$ cat config.mk
export PLATFORM = sky130hd
export DESIGN_NAME = bf_core
export DESIGN_NICKNAME = d
export VERILOG_FILES = /design/src/rtl/bf_pkg.sv /design/src/rtl/bf_decode.sv /design/src/rtl/bf_loop_stack.sv /design/src/rtl/bf_core.sv
export SDC_FILE = /design/constraint.sdc
export NUM_CORES = 1
export LEC_CHECK = 0
export BUFFER_PORTS_ARGS = -buffer_cell sky130_fd_sc_hd__clkbuf_2
export CORE_MARGIN = 2
export CORE_UTILIZATION = 57
export DETAILED_ROUTE_END_ITERATION = 7
export PLACE_DENSITY_LB_ADDON = 0.05
export SYNTH_ARGS = -nofsm -noshare
export SYNTH_HDL_FRONTEND = slang
export SYNTH_SLANG_ARGS = --single-unit
$ cat constraint.sdc
create_clock -name clk -period 4.2 [get_ports clk]
set_clock_uncertainty 0.2 [all_clocks]
set_input_delay 0.42 -clock clk [delete_from_list [all_inputs] [get_ports clk]]
set_output_delay 0.42 -clock clk [all_outputs]
set_load 0.1 [all_outputs]
$ cat src/rtl/bf_pkg.sv
package bf_pkg;
  typedef enum logic [2:0] {
    ST_IDLE, ST_TAPE, ST_RX, ST_TX, ST_IO
  } core_st_e;

  typedef struct packed {
    logic data_op;
    logic ptr_op;
    logic up;
    logic loop_open;
    logic loop_close;
    logic io_op;
    logic io_write;
  } op_dec_t;
endpackage

$ cat src/rtl/bf_decode.sv
module bf_decode
  import bf_pkg::*;
(
  input  logic [2:0] op,
  output op_dec_t    dec
);
  always_comb begin
    dec            = '0;
    dec.up         = op[0];
    dec.io_write   = op[0];
    unique case (op[2:1])
      2'b00: dec.data_op = 1'b1;
      2'b01: dec.ptr_op  = 1'b1;
      2'b10: begin
        dec.loop_open  = ~op[0];
        dec.loop_close = op[0];
      end
      default: dec.io_op = 1'b1;
    endcase
  end
endmodule

$ cat src/rtl/bf_loop_stack.sv
module bf_loop_stack #(
  parameter int DEPTH = 8,
  parameter int AW    = 10
) (
  input  logic          clk,
  input  logic          rst_n,
  input  logic          push,
  input  logic          pop,
  input  logic [AW-1:0] din,
  output logic [AW-1:0] top,
  output logic          full,
  output logic          empty
);
  localparam int IW = (DEPTH > 1) ? $clog2(DEPTH) : 1;
  localparam int CW = $clog2(DEPTH + 1);

  logic [CW-1:0] count;
  logic [AW-1:0] ents [DEPTH];
  logic [IW-1:0] wr_idx, rd_idx;
  logic          do_push, do_pop;

  assign full    = (count == CW'(DEPTH));
  assign empty   = (count == '0);
  assign do_push = push && !full;
  assign do_pop  = pop && !empty && !push;
  assign wr_idx  = count[IW-1:0];
  assign rd_idx  = IW'(count - 1'b1);
  assign top     = ents[rd_idx];

  for (genvar i = 0; i < DEPTH; i++) begin : g_ent
    logic [AW-1:0] val;
    always_ff @(posedge clk or negedge rst_n) begin
      if (!rst_n)                              val <= '0;
      else if (do_push && wr_idx == IW'(i))    val <= din;
    end
    assign ents[i] = val;
  end

  always_ff @(posedge clk or negedge rst_n) begin
    if (!rst_n)       count <= '0;
    else if (do_push) count <= count + 1'b1;
    else if (do_pop)  count <= count - 1'b1;
  end

  a_r4_push_grows: assert property (@(posedge clk) disable iff (!rst_n)
    (push && !full) |=> count == $past(count) + 1'b1);
  a_r6_pop_shrinks: assert property (@(posedge clk) disable iff (!rst_n)
    (pop && !push && !empty) |=> count == $past(count) - 1'b1);
  a_r9_full_kept: assert property (@(posedge clk) disable iff (!rst_n)
    (push && full) |=> count == $past(count));
  a_r9_empty_kept: assert property (@(posedge clk) disable iff (!rst_n)
    (pop && !push && empty) |=> count == $past(count));
endmodule

$ cat src/rtl/bf_core.sv
module bf_core
  import bf_pkg::*;
#(
  parameter int DW          = 8,
  parameter int AW          = 10,
  parameter int STACK_DEPTH = 8
) (
  input  logic          clk,
  input  logic          rst_n,
  input  logic          op_valid,
  input  logic [2:0]    op_code,
  output logic          busy,
  output logic [AW-1:0] pc,
  output logic [AW-1:0] ptr,
  output logic [DW-1:0] data,
  output logic          stack_err,
  output logic          jump_irq,
  output logic          io_irq,
  output logic          tape_req,
  output logic [AW-1:0] tape_ptr,
  output logic [DW-1:0] tape_wdata,
  input  logic          tape_ack,
  input  logic [DW-1:0] tape_rdata,
  output logic          tx_req,
  output logic [AW-1:0] tx_word,
  input  logic          tx_ack,
  output logic          rx_en,
  input  logic          rx_valid,
  input  logic [AW-1:0] rx_word,
  output logic          io_write,
  output logic [DW-1:0] io_wdata,
  input  logic          io_ack,
  input  logic [DW-1:0] io_rdata
);
  function automatic logic [DW-1:0] f_byte_step(input logic [DW-1:0] b, input logic up);
    return up ? b + 1'b1 : b - 1'b1;
  endfunction

  function automatic logic [AW-1:0] f_ptr_step(input logic [AW-1:0] p, input logic up);
    return up ? p + 1'b1 : p - 1'b1;
  endfunction

  core_st_e      state_q, state_d;
  op_dec_t       dec;
  logic [AW-1:0] pc_q, ptr_q, stk_top;
  logic [DW-1:0] data_q;
  logic          err_q, io_dir_q, stk_full, stk_empty, is_zero, accept;

  bf_decode u_dec (.op(op_code), .dec(dec));

  // named events
  logic ev_step, ev_move, ev_push, ev_fwd, ev_pop, ev_back, ev_orphan, ev_io;
  logic ev_overflow, ev_underflow, ev_tape_done, ev_rx_done, ev_tx_done, ev_io_done;

  assign accept       = op_valid && (state_q == ST_IDLE);
  assign is_zero      = (data_q == '0);
  assign ev_step      = accept && dec.data_op;
  assign ev_move      = accept && dec.ptr_op;
  assign ev_push      = accept && dec.loop_open && !is_zero;
  assign ev_fwd       = accept && dec.loop_open && is_zero;
  assign ev_pop       = accept && dec.loop_close && is_zero;
  assign ev_back      = accept && dec.loop_close && !is_zero && !stk_empty;
  assign ev_orphan    = accept && dec.loop_close && !is_zero && stk_empty;
  assign ev_io        = accept && dec.io_op;
  assign ev_overflow  = ev_push && stk_full;
  assign ev_underflow = ev_pop && stk_empty;
  assign ev_tape_done = (state_q == ST_TAPE) && tape_ack;
  assign ev_rx_done   = (state_q == ST_RX) && rx_valid;
  assign ev_tx_done   = (state_q == ST_TX) && tx_ack;
  assign ev_io_done   = (state_q == ST_IO) && io_ack;

  bf_loop_stack #(.DEPTH(STACK_DEPTH), .AW(AW)) u_stack (
    .clk(clk), .rst_n(rst_n), .push(ev_push), .pop(ev_pop), .din(pc_q),
    .top(stk_top), .full(stk_full), .empty(stk_empty)
  );

  always_comb begin
    state_d = state_q;
    unique case (state_q)
      ST_IDLE: begin
        if (ev_move)      state_d = ST_TAPE;
        else if (ev_fwd)  state_d = ST_RX;
        else if (ev_back) state_d = ST_TX;
        else if (ev_io)   state_d = ST_IO;
      end
      ST_TAPE: if (tape_ack) state_d = ST_IDLE;
      ST_RX:   if (rx_valid) state_d = ST_IDLE;
      ST_TX:   if (tx_ack)   state_d = ST_IDLE;
      default: if (io_ack)   state_d = ST_IDLE;
    endcase
  end

  always_ff @(posedge clk or negedge rst_n) begin
    if (!rst_n) begin
      state_q  <= ST_IDLE;
      pc_q     <= '0;
      ptr_q    <= '0;
      data_q   <= '0;
      err_q    <= 1'b0;
      io_dir_q <= 1'b0;
    end else begin
      state_q <= state_d;
      err_q   <= err_q | ev_overflow | ev_underflow | ev_orphan;
      if (accept)          pc_q <= pc_q + 1'b1;
      else if (ev_rx_done) pc_q <= rx_word;
      else if (ev_tx_done) pc_q <= stk_top + 1'b1;
      if (ev_move) ptr_q <= f_ptr_step(ptr_q, dec.up);
      if (ev_step)                       data_q <= f_byte_step(data_q, dec.up);
      else if (ev_tape_done)             data_q <= tape_rdata;
      else if (ev_io_done && !io_dir_q)  data_q <= io_rdata;
      if (ev_io) io_dir_q <= dec.io_write;
    end
  end

  assign busy       = (state_q != ST_IDLE);
  assign pc         = pc_q;
  assign ptr        = ptr_q;
  assign data       = data_q;
  assign stack_err  = err_q;
  assign tape_req   = (state_q == ST_TAPE);
  assign tape_ptr   = ptr_q;
  assign tape_wdata = data_q;
  assign rx_en      = (state_q == ST_RX);
  assign tx_req     = (state_q == ST_TX);
  assign tx_word    = stk_top;
  assign jump_irq   = rx_en || tx_req;
  assign io_irq     = (state_q == ST_IO);
  assign io_write   = io_dir_q;
  assign io_wdata   = data_q;

  a_r3_tape_held: assert property (@(posedge clk) disable iff (!rst_n)
    (tape_req && !tape_ack) |=> tape_req && $stable(tape_ptr) && $stable(tape_wdata));
  a_r7_tx_held: assert property (@(posedge clk) disable iff (!rst_n)
    (tx_req && !tx_ack) |=> tx_req && $stable(tx_word));
  a_r9_err_sticky: assert property (@(posedge clk) disable iff (!rst_n)
    stack_err |=> stack_err);
  a_r10_busy_frozen: assert property (@(posedge clk) disable iff (!rst_n)
    (busy && !rx_valid && !tx_ack) |=> $stable(pc));
  a_r8_irq_exclusive: assert property (@(posedge clk) disable iff (!rst_n)
    io_irq |-> !jump_irq && !tape_req);
endmodule

==> metrics.txt, run 1 <==
reg2reg end pc[7]; TNS Setup 0 ns; register area share after synthesis 42.8%; # rows 39; total gr overflow 0; Post-Syn Nets 675; CP cell instances inv_1 > ha_1 > buf_4 > mux4_2 > mux2_2 > clkbuf_2; DR DRC count 0; Iter 0 DRT Violations 498; largest cells by area after synthesis dfrtp_1 43%, mux2_2 14%, mux4_2 4.9%; final hold violations 35; detailed-placement wirelength estimate 11800 um; diode count 0; worst-path fanout max 12; CP Launch Type flop; fin. max-slew vios 0; Post-Synthesis Cell Area 6830 sq um; CP Data Required Time 3.58 ns; syn_area_per_cell 11.1 sq um; GP Congestion 0.931; antenna violations before repair 0; Total Routed Length 16600 um; post_cts resized 0; drt wl/cell 19.5 um; Chip Height 113 um; Sink Count 117; routed vias 5134; Final period util 86.4%; Post-DP Area 7360 sq um; Hold Buf Count CTS 0; post-synth top area share 42.8%; synth-to-layout area growth 16.9%; layout cells sized above 1 37.0%; global-route wire length before repair 27300 um; Async SR Flop Fraction 100%; worst reg2reg startpoint u_stack.count[1]; IO Count 108; H-tree level count 4; hold slack -0.0396 ns; first-pass iteration count of the detailed router 5; FMAX 0.275 GHz; die width 113 um; pin count of the biggest net entering global routing 80; status finished, violations left; Clock Latency Late Sink 0.42 ns; Final setup viols 0; # nets final 756; max_slew headroom 31.8%; vias in the first global route 5218; Critical Path AT 3.01 ns; commonest non-fill, non-tap cells in the layout 117 x dfrtp_1, 98 x clkbuf_2, 83 x mux2_2; gr usage total 27.4%; max_cap viols 0; clock root buffer master clkbuf_16; Routed Antenna Nets 0; CTS Buf Count 17; Max clock buf depth 2; Worst Tran Pin Value 1.02 ns; Critical Path Source u_stack.count[1]; Ys Warns 0; RSZ-0062 raised after global routing false; EDFF count, synth 0; failing checks negative hold slack; drt via density 6.03; Setup crit end tx_word[2]; Distinct cells, synth 61; core area 11600 sq um; critical path type flop to primary output; ys flop type dfrtp_1; CTS tree built; Seq cells post-synth 117; max incr delay on CP 0.62 ns; total die area 12900 sq um; Cells after Synth 614; critical path endpoint category primary output; Starting Density 59.1%; min Tclk post-route 3.63 ns; buffer count from post-CTS setup fixing 0; most common cell after layout, fill and taps aside dfrtp_1; port bufs 107; Reg clk slew, reported paths 0.06 ns; slowest stage cell, crit path ha_1; Reg2Reg Depth 9; leading area contributor after synthesis dfrtp_1; post-route cell area 7990 sq um; worst min path class input port to async pin; reg-to-reg slack, setup 0.91 ns
cell type report:
class / count / area (sq um)
inverter: 15 / 56.3
sequential: 117 / 2930
clock inverter: 15 / 204
clock buffer: 17 / 425
multi-input combinational: 425 / 3500
fill: 839 / 3580
tap: 143 / 179
timing repair buffer: 119 / 698
cell usage after synthesis (all sizes together), types with 6 or more instances:
cell type	count
dfrtp	117
a21o	6
o21ai	27
nand2	73
clkbuf	19
nor2	25
mux2	83
nand3	18
nor2b	6
buf	38
mux2i	11
inv	15
ha	23
mux4	20
nor3	6
xnor2	14
a21oi	30
xor2	7
worst min path at each step:
stage / endpoint / slack, ns / cells past startpoint
after floorplan: data[0] / -0.08 / 0
after global placement: u_stack.g_ent[5].val[0] / 0.28 / 1
after detailed placement: stack_err / 0.29 / 1
after CTS: ptr[4] / 0.02 / 1
after global routing: io_write / 0.05 / 1
final: io_write / -0.04 / 1
flip-flops by register name, indices dropped and copies added (netlist names):
signal and flops:
state_q 3, u_stack.count 4, io_write 1, stack_err 1, ptr 10, pc 10
data 8, u_stack.g_ent.val 80
metal layers:
metal	vias up	global-route usage [%]	routed length, um
li1	2382	-	-
met1	2525	36.9	7010
met2	197	44.2	8050
met3	30	5.90	1110
met4	0	10.2	425
met5	-	0	0
critical path: cells and delay by family (launching register included):
family	cells	cell delay [ns]
mux	2	0.71
flops	1	0.43
fa+ha+maj	1	0.62
buf+inv	3	0.82
logic make-up (layout without fill, tap and decap cells):
| group | after synthesis | after routing | synth area share [%] |
|---|---|---|---|
| AND/OR/NAND/NOR | 157 | 157 | 11.3 |
| flip-flops | 117 | 117 | 42.8 |
| multiplexers | 114 | 114 | 22.2 |
| AO/OA/AOI/OAI | 108 | 108 | 10.2 |
| buffers and inverters | 72 | 166 | 6.08 |
| adder cells (fa/ha/maj) | 25 | 25 | 4.80 |
| XOR/XNOR | 21 | 21 | 2.69 |
per-stage QoR:
| stage | cells | hold WS [ns] | setup WS [ns] | utilization [%] |
|---|---|---|---|---|
| floorplan | 614 | -0.0756 | 0.0849 | - |
| global placement | 819 | 0.279 | 1.14 | 63.6 |
| detailed placement | 819 | 0.288 | 0.954 | 63.6 |
| CTS | 851 | 0.0159 | 0.566 | 69.1 |
| global route | 851 | 0.0461 | 0.426 | 69.1 |
| finish | 851 | -0.0396 | 0.570 | 69.1 |
Power of run 1 is not shown: default switching activity piles up to over one toggle a cycle in this logic, so the estimate is an artifact.
==> run 2: changes to the inputs <==
HOLD_SLACK_MARGIN = 0.02   (was default)
==> run 2 against run 1 <==
Effect of this change: the run now ends clean; sequential share of layout area about the same; critical path depth stayed put; setup slack lost 0.012 ns; via count hardly changed; die area unchanged; clock-buffer cell count unchanged; fmax decreased by 0.34%; final area increased by 0.13%; global-route usage is the same; sequential cell count unchanged; critical path type unchanged; largest cell class unchanged.
==> metrics.txt, run 2 (same netlist as run 1, synthesis figures left out) <==
Final period util 86.7% (+0.30 points); most common cell after layout, fill and taps aside dfrtp_1; global-route wire length before repair 27300 um (unchanged); vias in the first global route 5218 (unchanged); clock root buffer master clkbuf_16; Sink Count 117 (unchanged); critical path endpoint category primary output; Final setup viols 0 (unchanged); synth-to-layout area growth 17.0%; Worst Tran Pin Value 1.02 ns (+0.00210 ns); Clock Latency Late Sink 0.42 ns (about the same); diode count 0 (unchanged); commonest non-fill, non-tap cells in the layout 117 x dfrtp_1, 98 x clkbuf_2, 83 x mux2_2; max FFs per register 80 (unchanged); RSZ-0062 raised after global routing false; antenna violations before repair 0 (unchanged); CTS tree built; drt wl/cell 19.5 um (about the same); Chip Height 113 um (unchanged); fin. max-slew vios 0 (unchanged); final hold violations 0 (-100%); hold depth 2; Max clock buf depth 2 (unchanged); Starting Density 59.1% (unchanged); CP Data Required Time 3.58 ns (about the same); layout cells sized above 1 37.0% (-0.052 points); IO Count 108 (unchanged); first-pass iteration count of the detailed router 5 (unchanged); Routed Antenna Nets 0 (unchanged); drt via density 6.03 (about the same); max_slew headroom 31.7% (-0.14 points); worst min path class input port to flop; pin count of the biggest net entering global routing 80 (unchanged); core area 11600 sq um (unchanged); critical path type flop to primary output; H-tree level count 4 (unchanged); most flop-heavy register u_stack.g_ent.val; Reg clk slew, reported paths 0.06 ns (about the same); total gr overflow 0 (unchanged); worst-path fanout max 12 (unchanged); Total Routed Length 16600 um (+0.19%); area of the multi-input gates 3500 sq um (unchanged); Reg2Reg Depth 9 (unchanged); gr usage total 27.4% (unchanged); TNS Setup 0 ns (unchanged); CP Launch Type flop; Storage cell area 2930 sq um (unchanged); die width 113 um (unchanged); port bufs 107 (unchanged); routed vias 5137 (+0.058%); Iter 0 DRT Violations 507 (+1.8%); # rows 39 (unchanged); GP Congestion 0.931 (unchanged); detailed-placement wirelength estimate 11800 um (unchanged); CTS Buf Count 17 (unchanged); status finished, final reports clean; min Tclk post-route 3.64 ns (+0.0124 ns); FMAX 0.275 GHz (-0.34%); max_cap viols 0 (unchanged); Critical Path AT 3.02 ns (about the same); Fillers 838 (-0.12%); total die area 12900 sq um (unchanged); buffer count from post-CTS setup fixing 0 (unchanged); DR DRC count 0 (unchanged); # nets final 757 (+0.13%)
==> run 2: worst paths after layout <==
check,slack [ns],start,end
min,0.05,rx_word[5],pc[5]
max,0.56,u_stack.count[1],tx_word[2]
max reg2reg,0.92,u_stack.count[1],pc[7]
min in group asynchronous,0.51,rst_n,io_write
max in group asynchronous,2.40,rst_n,state_q[1]
min reg2reg,0.30,ptr[9],ptr[9]
==> run 2: metrics by stage <==
stage	cell area [sq um]	instances	utilization, %	hold WS, ns	setup slack [ns]
2_1_floorplan	6830	614	-	-0.0756	0.0849
6_report	8000	852	69.1	0.0544	0.557
5_1_grt	8000	852	69.1	0.0601	0.426
3_5_place_dp	7360	819	63.6	0.288	0.954
4_1_cts	8000	852	69.1	0.0396	0.566
3_3_place_gp	7360	819	63.6	0.279	1.14
==> run 2: final cells by class <==
| cell class | instances | area share, % |
|---|---|---|
| Timing Repair Buffer | 120 | 8.86 |
| Sequential cell | 117 | 36.6 |
| Clock buffer | 17 | 5.32 |
| Tap cell | 143 | 2.24 |
| Clock inverter | 15 | 2.55 |
| Inverter | 15 | 0.704 |
| Multi-Input combinational cell | 425 | 43.7 |
==> run 2: layer usage <==
| metal | routed length [um] | up-vias | GRT usage (%) |
|---|---|---|---|
| met2 | 8080 | 191 | 44.2 |
| met1 | 7110 | 2539 | 36.9 |
| met3 | 1060 | 27 | 5.90 |
| met5 | 0 | - | 0 |
| met4 | 384 | 0 | 10.2 |
| li1 | - | 2380 | - |
==> run 2: worst max-delay path, stage by stage, from the launching register on <==
cell,delay (ns)
dfrtp_1,0.43
inv_1,0.12
ha_1,0.63
buf_4,0.32
mux4_2,0.36
mux2_2,0.34
clkbuf_2,0.39
==> run 2: timing repair <==
item	CTS	global route
hold buffers	1	0
endpoints found under the setup margin	0	0
gates resized for setup	0	0
endpoints found under the hold margin	7	0
Power of run 2 is left out for the same reason.
